### src/rtl/dual_mac_pkg.sv
package dual_mac_pkg;

  typedef enum logic [1:0] {
    OP_LOAD = 2'b00,
    OP_ADD  = 2'b01,
    OP_SUB  = 2'b10,
    OP_CLR  = 2'b11
  } mac_op_e;

endpackage

### src/rtl/mac_mult.sv
module mac_mult
  import dual_mac_pkg::*;
#(
  parameter int OPW  = 16,
  parameter int ACCW = 40
) (
  input  logic            clk,
  input  logic            rst_ni,
  input  logic            en_i,
  input  mac_op_e         op_i,
  input  logic [OPW-1:0]  a_i,
  input  logic [OPW-1:0]  b_i,
  input  logic            signed_i,
  input  logic            frac_i,
  input  logic            sat_i,
  output logic            vld_o,
  output mac_op_e         op_o,
  output logic            sat_o,
  output logic [ACCW-1:0] prod_o
);

  localparam int PW = 2 * OPW + 2;
  localparam logic [OPW-1:0]  OP_MIN = {1'b1, {(OPW-1){1'b0}}};
  localparam logic [ACCW-1:0] P_MAX  = {{(ACCW-2*OPW+1){1'b0}}, {(2*OPW-1){1'b1}}};

  logic signed [OPW:0]  ax, bx;
  logic signed [PW-1:0] raw;
  logic [ACCW-1:0]      ext, prod_d;
  logic                 minmin;

  always_comb begin
    ax     = {signed_i & a_i[OPW-1], a_i};
    bx     = {signed_i & b_i[OPW-1], b_i};
    raw    = ax * bx;
    ext    = {{(ACCW-PW){raw[PW-1]}}, raw};
    minmin = signed_i && frac_i && (a_i == OP_MIN) && (b_i == OP_MIN);
    if (minmin) begin
      prod_d = P_MAX;
    end else if (frac_i) begin
      prod_d = ext << 1;
    end else begin
      prod_d = ext;
    end
  end

  always_ff @(posedge clk or negedge rst_ni) begin
    if (!rst_ni) begin
      vld_o  <= 1'b0;
      op_o   <= OP_LOAD;
      sat_o  <= 1'b0;
      prod_o <= '0;
    end else begin
      vld_o <= en_i;
      if (en_i) begin
        op_o   <= op_i;
        sat_o  <= sat_i;
        prod_o <= prod_d;
      end
    end
  end

  AST_FRAC_MINMIN: assert property (@(posedge clk) disable iff (!rst_ni)
    en_i && signed_i && frac_i && a_i == OP_MIN && b_i == OP_MIN |=> prod_o == P_MAX);

endmodule

### src/rtl/mac_accum.sv
module mac_accum
  import dual_mac_pkg::*;
#(
  parameter int ACCW = 40
) (
  input  logic            clk,
  input  logic            rst_ni,
  input  logic            vld_i,
  input  mac_op_e         op_i,
  input  logic            sat_i,
  input  logic [ACCW-1:0] prod_i,
  input  logic            ovf_clr_i,
  output logic            vld_o,
  output logic [ACCW-1:0] acc_o,
  output logic            ovf_o
);

  localparam logic [ACCW-1:0] A_MAX = {1'b0, {(ACCW-1){1'b1}}};
  localparam logic [ACCW-1:0] A_MIN = {1'b1, {(ACCW-1){1'b0}}};

  logic [ACCW:0]   acc_x, prod_x, sum;
  logic            over, clamp;
  logic [ACCW-1:0] acc_d;
  logic            ovf_d;

  always_comb begin
    acc_x  = {acc_o[ACCW-1], acc_o};
    prod_x = {prod_i[ACCW-1], prod_i};
    unique case (op_i)
      OP_LOAD: sum = prod_x;
      OP_ADD:  sum = acc_x + prod_x;
      OP_SUB:  sum = acc_x - prod_x;
      default: sum = '0;
    endcase
    over  = sum[ACCW] != sum[ACCW-1];
    clamp = vld_i && sat_i && over;
    if (!vld_i) begin
      acc_d = acc_o;
    end else if (clamp) begin
      acc_d = sum[ACCW] ? A_MIN : A_MAX;
    end else begin
      acc_d = sum[ACCW-1:0];
    end
    ovf_d = (ovf_o & ~ovf_clr_i) | clamp;
  end

  always_ff @(posedge clk or negedge rst_ni) begin
    if (!rst_ni) begin
      vld_o <= 1'b0;
      acc_o <= '0;
      ovf_o <= 1'b0;
    end else begin
      vld_o <= vld_i;
      acc_o <= acc_d;
      ovf_o <= ovf_d;
    end
  end

  AST_ACC_HOLD: assert property (@(posedge clk) disable iff (!rst_ni)
    !vld_i |=> $stable(acc_o));
  AST_CLR_ZERO: assert property (@(posedge clk) disable iff (!rst_ni)
    vld_i && op_i == OP_CLR |=> acc_o == '0);
  AST_SAT_CLAMP: assert property (@(posedge clk) disable iff (!rst_ni)
    $rose(ovf_o) |-> (acc_o == A_MAX || acc_o == A_MIN));
  AST_OVF_STICKY: assert property (@(posedge clk) disable iff (!rst_ni)
    ovf_o && !ovf_clr_i |=> ovf_o);

endmodule

### src/rtl/mac_extract.sv
module mac_extract #(
  parameter int OPW  = 16,
  parameter int ACCW = 40
) (
  input  logic [ACCW-1:0]  acc_i,
  input  logic             rnd_even_i,
  output logic [OPW-1:0]   hi_o,
  output logic [2*OPW-1:0] wide_o
);

  localparam int QW = ACCW - OPW;
  localparam logic [OPW-1:0]         HALF = {1'b1, {(OPW-1){1'b0}}};
  localparam logic signed [QW:0]     HMAX = {{(QW+1-OPW){1'b0}}, 1'b0, {(OPW-1){1'b1}}};
  localparam logic signed [QW:0]     HMIN = ~HMAX;
  localparam logic signed [ACCW-1:0] WMAX = {{(ACCW-2*OPW+1){1'b0}}, {(2*OPW-1){1'b1}}};
  localparam logic signed [ACCW-1:0] WMIN = ~WMAX;

  logic [QW-1:0]     q;
  logic [OPW-1:0]    rem;
  logic              up;
  logic signed [QW:0] qr;

  always_comb begin
    q   = acc_i[ACCW-1:OPW];
    rem = acc_i[OPW-1:0];
    up  = (rem > HALF) || ((rem == HALF) && (!rnd_even_i || q[0]));
    qr  = $signed({q[QW-1], q}) + $signed({{QW{1'b0}}, up});
    if (qr > HMAX) begin
      hi_o = HMAX[OPW-1:0];
    end else if (qr < HMIN) begin
      hi_o = HMIN[OPW-1:0];
    end else begin
      hi_o = qr[OPW-1:0];
    end
    if ($signed(acc_i) > WMAX) begin
      wide_o = WMAX[2*OPW-1:0];
    end else if ($signed(acc_i) < WMIN) begin
      wide_o = WMIN[2*OPW-1:0];
    end else begin
      wide_o = acc_i[2*OPW-1:0];
    end
  end

  always_comb begin
    if (acc_i[ACCW-1]) begin
      AST_HI_SIGN: assert (hi_o[OPW-1] || hi_o == '0);
    end
    AST_WIDE_SIGN: assert (wide_o[2*OPW-1] == acc_i[ACCW-1]);
  end

endmodule

### src/rtl/dual_mac.sv
module dual_mac
  import dual_mac_pkg::*;
#(
  parameter int OPW  = 16,
  parameter int ACCW = 40
) (
  input  logic            clk,
  input  logic            rst_n,
  input  logic            in_valid,
  input  logic [1:0]      op0,
  input  logic [1:0]      op1,
  input  logic [OPW-1:0]  a0,
  input  logic [OPW-1:0]  b0,
  input  logic [OPW-1:0]  a1,
  input  logic [OPW-1:0]  b1,
  input  logic            signed_en,
  input  logic            frac_en,
  input  logic            sat_en,
  input  logic            rnd_even,
  input  logic            ovf_clr,
  output logic            out_valid,
  output logic [ACCW-1:0] acc0,
  output logic [ACCW-1:0] acc1,
  output logic [OPW-1:0]  hi0,
  output logic [OPW-1:0]  hi1,
  output logic [2*OPW-1:0] wide0,
  output logic [2*OPW-1:0] wide1,
  output logic            ovf0,
  output logic            ovf1
);

  localparam int NLANE = 2;

  logic [1:0] rst_sync_q;
  logic       rst_i;

  always_ff @(posedge clk or negedge rst_n) begin
    if (!rst_n) begin
      rst_sync_q <= 2'b00;
    end else begin
      rst_sync_q <= {rst_sync_q[0], 1'b1};
    end
  end
  assign rst_i = rst_sync_q[1];

  logic [1:0]      op_l   [NLANE];
  logic [OPW-1:0]  a_l    [NLANE];
  logic [OPW-1:0]  b_l    [NLANE];
  logic            vld1_l [NLANE];
  mac_op_e         op1_l  [NLANE];
  logic            sat1_l [NLANE];
  logic [ACCW-1:0] prod_l [NLANE];
  logic            vld2_l [NLANE];
  logic [ACCW-1:0] acc_l  [NLANE];
  logic            ovf_l  [NLANE];
  logic [OPW-1:0]  hi_l   [NLANE];
  logic [2*OPW-1:0] wide_l [NLANE];

  assign op_l[0] = op0;
  assign op_l[1] = op1;
  assign a_l[0]  = a0;
  assign a_l[1]  = a1;
  assign b_l[0]  = b0;
  assign b_l[1]  = b1;

  for (genvar g = 0; g < NLANE; g++) begin : g_lane
    mac_mult #(.OPW(OPW), .ACCW(ACCW)) u_mult (
      .clk      (clk),
      .rst_ni   (rst_i),
      .en_i     (in_valid),
      .op_i     (mac_op_e'(op_l[g])),
      .a_i      (a_l[g]),
      .b_i      (b_l[g]),
      .signed_i (signed_en),
      .frac_i   (frac_en),
      .sat_i    (sat_en),
      .vld_o    (vld1_l[g]),
      .op_o     (op1_l[g]),
      .sat_o    (sat1_l[g]),
      .prod_o   (prod_l[g])
    );

    mac_accum #(.ACCW(ACCW)) u_accum (
      .clk       (clk),
      .rst_ni    (rst_i),
      .vld_i     (vld1_l[g]),
      .op_i      (op1_l[g]),
      .sat_i     (sat1_l[g]),
      .prod_i    (prod_l[g]),
      .ovf_clr_i (ovf_clr),
      .vld_o     (vld2_l[g]),
      .acc_o     (acc_l[g]),
      .ovf_o     (ovf_l[g])
    );

    mac_extract #(.OPW(OPW), .ACCW(ACCW)) u_extract (
      .acc_i      (acc_l[g]),
      .rnd_even_i (rnd_even),
      .hi_o       (hi_l[g]),
      .wide_o     (wide_l[g])
    );
  end

  assign out_valid = vld2_l[0];
  assign acc0  = acc_l[0];
  assign acc1  = acc_l[1];
  assign hi0   = hi_l[0];
  assign hi1   = hi_l[1];
  assign wide0 = wide_l[0];
  assign wide1 = wide_l[1];
  assign ovf0  = ovf_l[0];
  assign ovf1  = ovf_l[1];

  AST_VALID_LAT: assert property (@(posedge clk) disable iff (!rst_i)
    in_valid |-> ##2 out_valid);
  AST_VALID_IDLE: assert property (@(posedge clk) disable iff (!rst_i)
    !in_valid |-> ##2 !out_valid);
  AST_LANE_ALIGN: assert property (@(posedge clk) disable iff (!rst_i)
    vld2_l[0] == vld2_l[1]);

endmodule

### config.mk
export PLATFORM = sky130hd
export DESIGN_NAME = dual_mac
export DESIGN_NICKNAME = d
export VERILOG_FILES = /design/src/rtl/dual_mac_pkg.sv /design/src/rtl/mac_mult.sv /design/src/rtl/mac_accum.sv /design/src/rtl/mac_extract.sv /design/src/rtl/dual_mac.sv
export SDC_FILE = /design/constraint.sdc
export NUM_CORES = 2
export LEC_CHECK = 0
export ABC_AREA = 1
export CAP_MARGIN = 15
export CORE_MARGIN = 5
export CORE_UTILIZATION = 35
export DETAILED_ROUTE_END_ITERATION = 10
export DONT_BUFFER_PORTS = 1
export PLACE_DENSITY = 0.48
export SLEW_MARGIN = 10
export SYNTH_ARGS = -nofsm -noshare
export SYNTH_HDL_FRONTEND = slang
export SYNTH_HIERARCHICAL = 1
export SYNTH_SLANG_ARGS = --single-unit
### constraint.sdc
create_clock -name clk -period 4.5 [get_ports clk]
set_input_delay 0 -clock clk [delete_from_list [all_inputs] [get_ports clk]]
set_output_delay 0 -clock clk [all_outputs]
set_load 0.02 [all_outputs]
==> results_dict.tcl <==
set metrics [dict create \
    dieArea_um2 133000 \
    r2r_end "g_lane[0].u_accum/acc_o[18]" \
    io_buffer_count 0 \
    fmax_ghz 0.216 \
    cp_max_fo 17 \
    syn_inst 6694 \
    cp_common_cell "fa_1" \
    layout-drive-gt1-share 0.160 \
    vias 41200 \
    cts_tree "done" \
    grt_pass1_vias 41900 \
    cp_top_family "adder cells" \
    synth_nets 7626 \
    start_util 0.351 \
    grtUsageTotal 0.234 \
    numCtsBuffers 17 \
    rr_worst_depth 25 \
    clkTransAtPathRegs_ns 0.08 \
    cp-start-kind "input pin" \
    worstHoldPathCells 4 \
    hold_start "frac_en" \
    setup_viol 23 \
    fin_skew_ns 0.0179 \
    slew_violations 0 \
    hold_viol_final 0 \
    die_w_um 364 \
    cp_slowest_cell "fa_1" \
    layout.nets 7823 \
    clock-sinks 163 \
    path_class "input pin to flip-flop" \
    die_h_um 364 \
    gp_congestion 0.954 \
    worst_pin_slew_ns 1.09 \
    ctsLongestPathBuffers 2 \
    fin_setup_tns_ns -1.12 \
    wirelength_um 156000 \
    crit_required_ns 4.89 \
    outcome "finished with violations" \
    critPathMaxStageDelay_ns 0.56 \
    drt_iter0_drc 2470 \
    max_slew_margin 0.272 \
    clk_latency_ns 0.50 \
    r2r_slack_ns 0.24 \
    crit_buf_inv 8 \
    place.detailed.hpwl_um 129000 \
    grt_antenna_before_repair 0 \
    ys_warn_count 6 \
    diodes 0 \
    crit_arrival_ns 5.02 \
    rsz0062_at_grt "yes" \
    drtAntennaViolNets 0 \
    syn_to_final_growth_pct 17.4 \
    grt_overflow 0 \
    violations "negative setup slack" \
    drc 0 \
    min_period_ns 4.63 \
    end_kind "flip-flop" \
    grt_pass1_wl_um 243000 \
    first_pass_iters 6 \
    crit_start "a1[15]" \
    max_cap_violations 0 \
    vias_per_cell 4.82 \
    place_ws_ns -0.838 \
    setup_slack_ns -0.130 \
    ctsRootBufferMaster "clkbuf_16" \
    wl_per_cell_um 18.2 \
    rr_startpoint "g_lane[0].u_mult/op_o[0]" \
    avgSynthCellArea_um2 6.57 \
    syn_area_um2 44000 \
    fin_util 0.412 \
    finalCritPeriodShare 1.03 \
    hold_end "g_lane[0].u_mult/prod_o[29]" \
    fillers 13500 \
    hp-class "input pin to flip-flop" \
    io_pins 255 \
    htree_levels 4 \
    holdWs_ns 0.0550 \
    fp-row-count 130 \
    coreArea_um2 125000 \
    grt_max_degree 109 \
]
==> what timing repair did <==
item | in CTS | in global routing
hold buffers | 80 | 2
gates resized for setup | 61 | 376
pin swaps | 66 | 221
buffers inserted | 11 | 24
gates cloned | 0 | 1
endpoints found under the setup margin | 60 | 140
hold endpoints to repair | 81 | 45
==> final cells by class <==
cell class	count	area, um2	share of cell area
well taps	1650	2060	0.0400
repair buffers	423	3630	0.0703
flip-flops and latches	163	4080	0.0791
clock buffers	17	425	0.00824
inverters	1606	6060	0.117
multi-input cells	4680	35200	0.682
clock inverters	15	160	0.00310
==> tightest hold or removal path, delay by kind of cell <==
kind	cells	cell delay, ns
AOI/OAI and AO/OA	1	0.05
and+or+nand+nor	1	0.14
buffers and inverters	2	0.28
==> flip-flops by register name (all words and copies together) (netlist names) <==
signal                count
g_lane.u_accum/ovf_o      2
g_lane.u_mult/sat_o       2
g_lane.u_mult/prod_o     70
g_lane.u_accum/acc_o     80
g_lane.u_mult/op_o        4
g_lane.u_mult/vld_o       2
rst_sync_q                2
g_lane.u_accum/vld_o      1
==> placed cells by master (no fill, tap or decap), types with 17 or more instances in the layout <==
master and count:
dlygate4sd3_1 80, dfrtp_1 161, clkbuf_16 18, ha_4 43
nor2_2 64, nor2_1 434, nand2_1 1789, nor3_1 32
buf_4 310, nand3_2 69, nand2_4 58, fa_1 571
xnor2_1 26, inv_1 1499, nand2_2 126, nand4_1 63
a21oi_1 239, o21ai_0 157, nor4_1 26, o21ai_1 29
nor2_4 53, xor2_1 91, or2_2 49, nand3b_1 42
a21boi_0 30, a31oi_1 17, inv_2 100, a21oi_2 62
buf_6 20, nand3_1 249, fa_2 23, ha_1 210
==> worst max-delay path by stage <==
stage | slack, ns | depth (start not counted) | to
2_1_floorplan | -0.55 | 28 | g_lane[0].u_mult/prod_o[30]
3_3_place_gp | -0.80 | 27 | g_lane[0].u_mult/prod_o[38]
3_5_place_dp | -0.84 | 24 | g_lane[0].u_mult/prod_o[30]
4_1_cts | -0.02 | 28 | g_lane[0].u_mult/prod_o[33]
5_1_grt | -0.28 | 27 | g_lane[0].u_mult/prod_o[33]
6_report | -0.13 | 28 | g_lane[1].u_mult/prod_o[24]
==> metrics by stage <==
step / instances / instance area (um2)
floorplan: 6694 / 46100
global placement: 8404 / 48400
detailed placement: 8404 / 48400
CTS: 8527 / 50200
global route: 8554 / 51600
finish: 8554 / 51600
==> routing by layer <==
metal / global-route usage / vias to the layer above / share of wire
li1: - / 20300 / -
met1: 0.314 / 19900 / 0.46
met2: 0.408 / 857 / 0.48
met3: 0.0229 / 136 / 0.038
met4: 0.0526 / 0 / 0.024
met5: 0 / - / 0
Power is left out: the tool's default activity adds up to more than one toggle a clock period on the data nets, which glitch-free logic cannot reach.
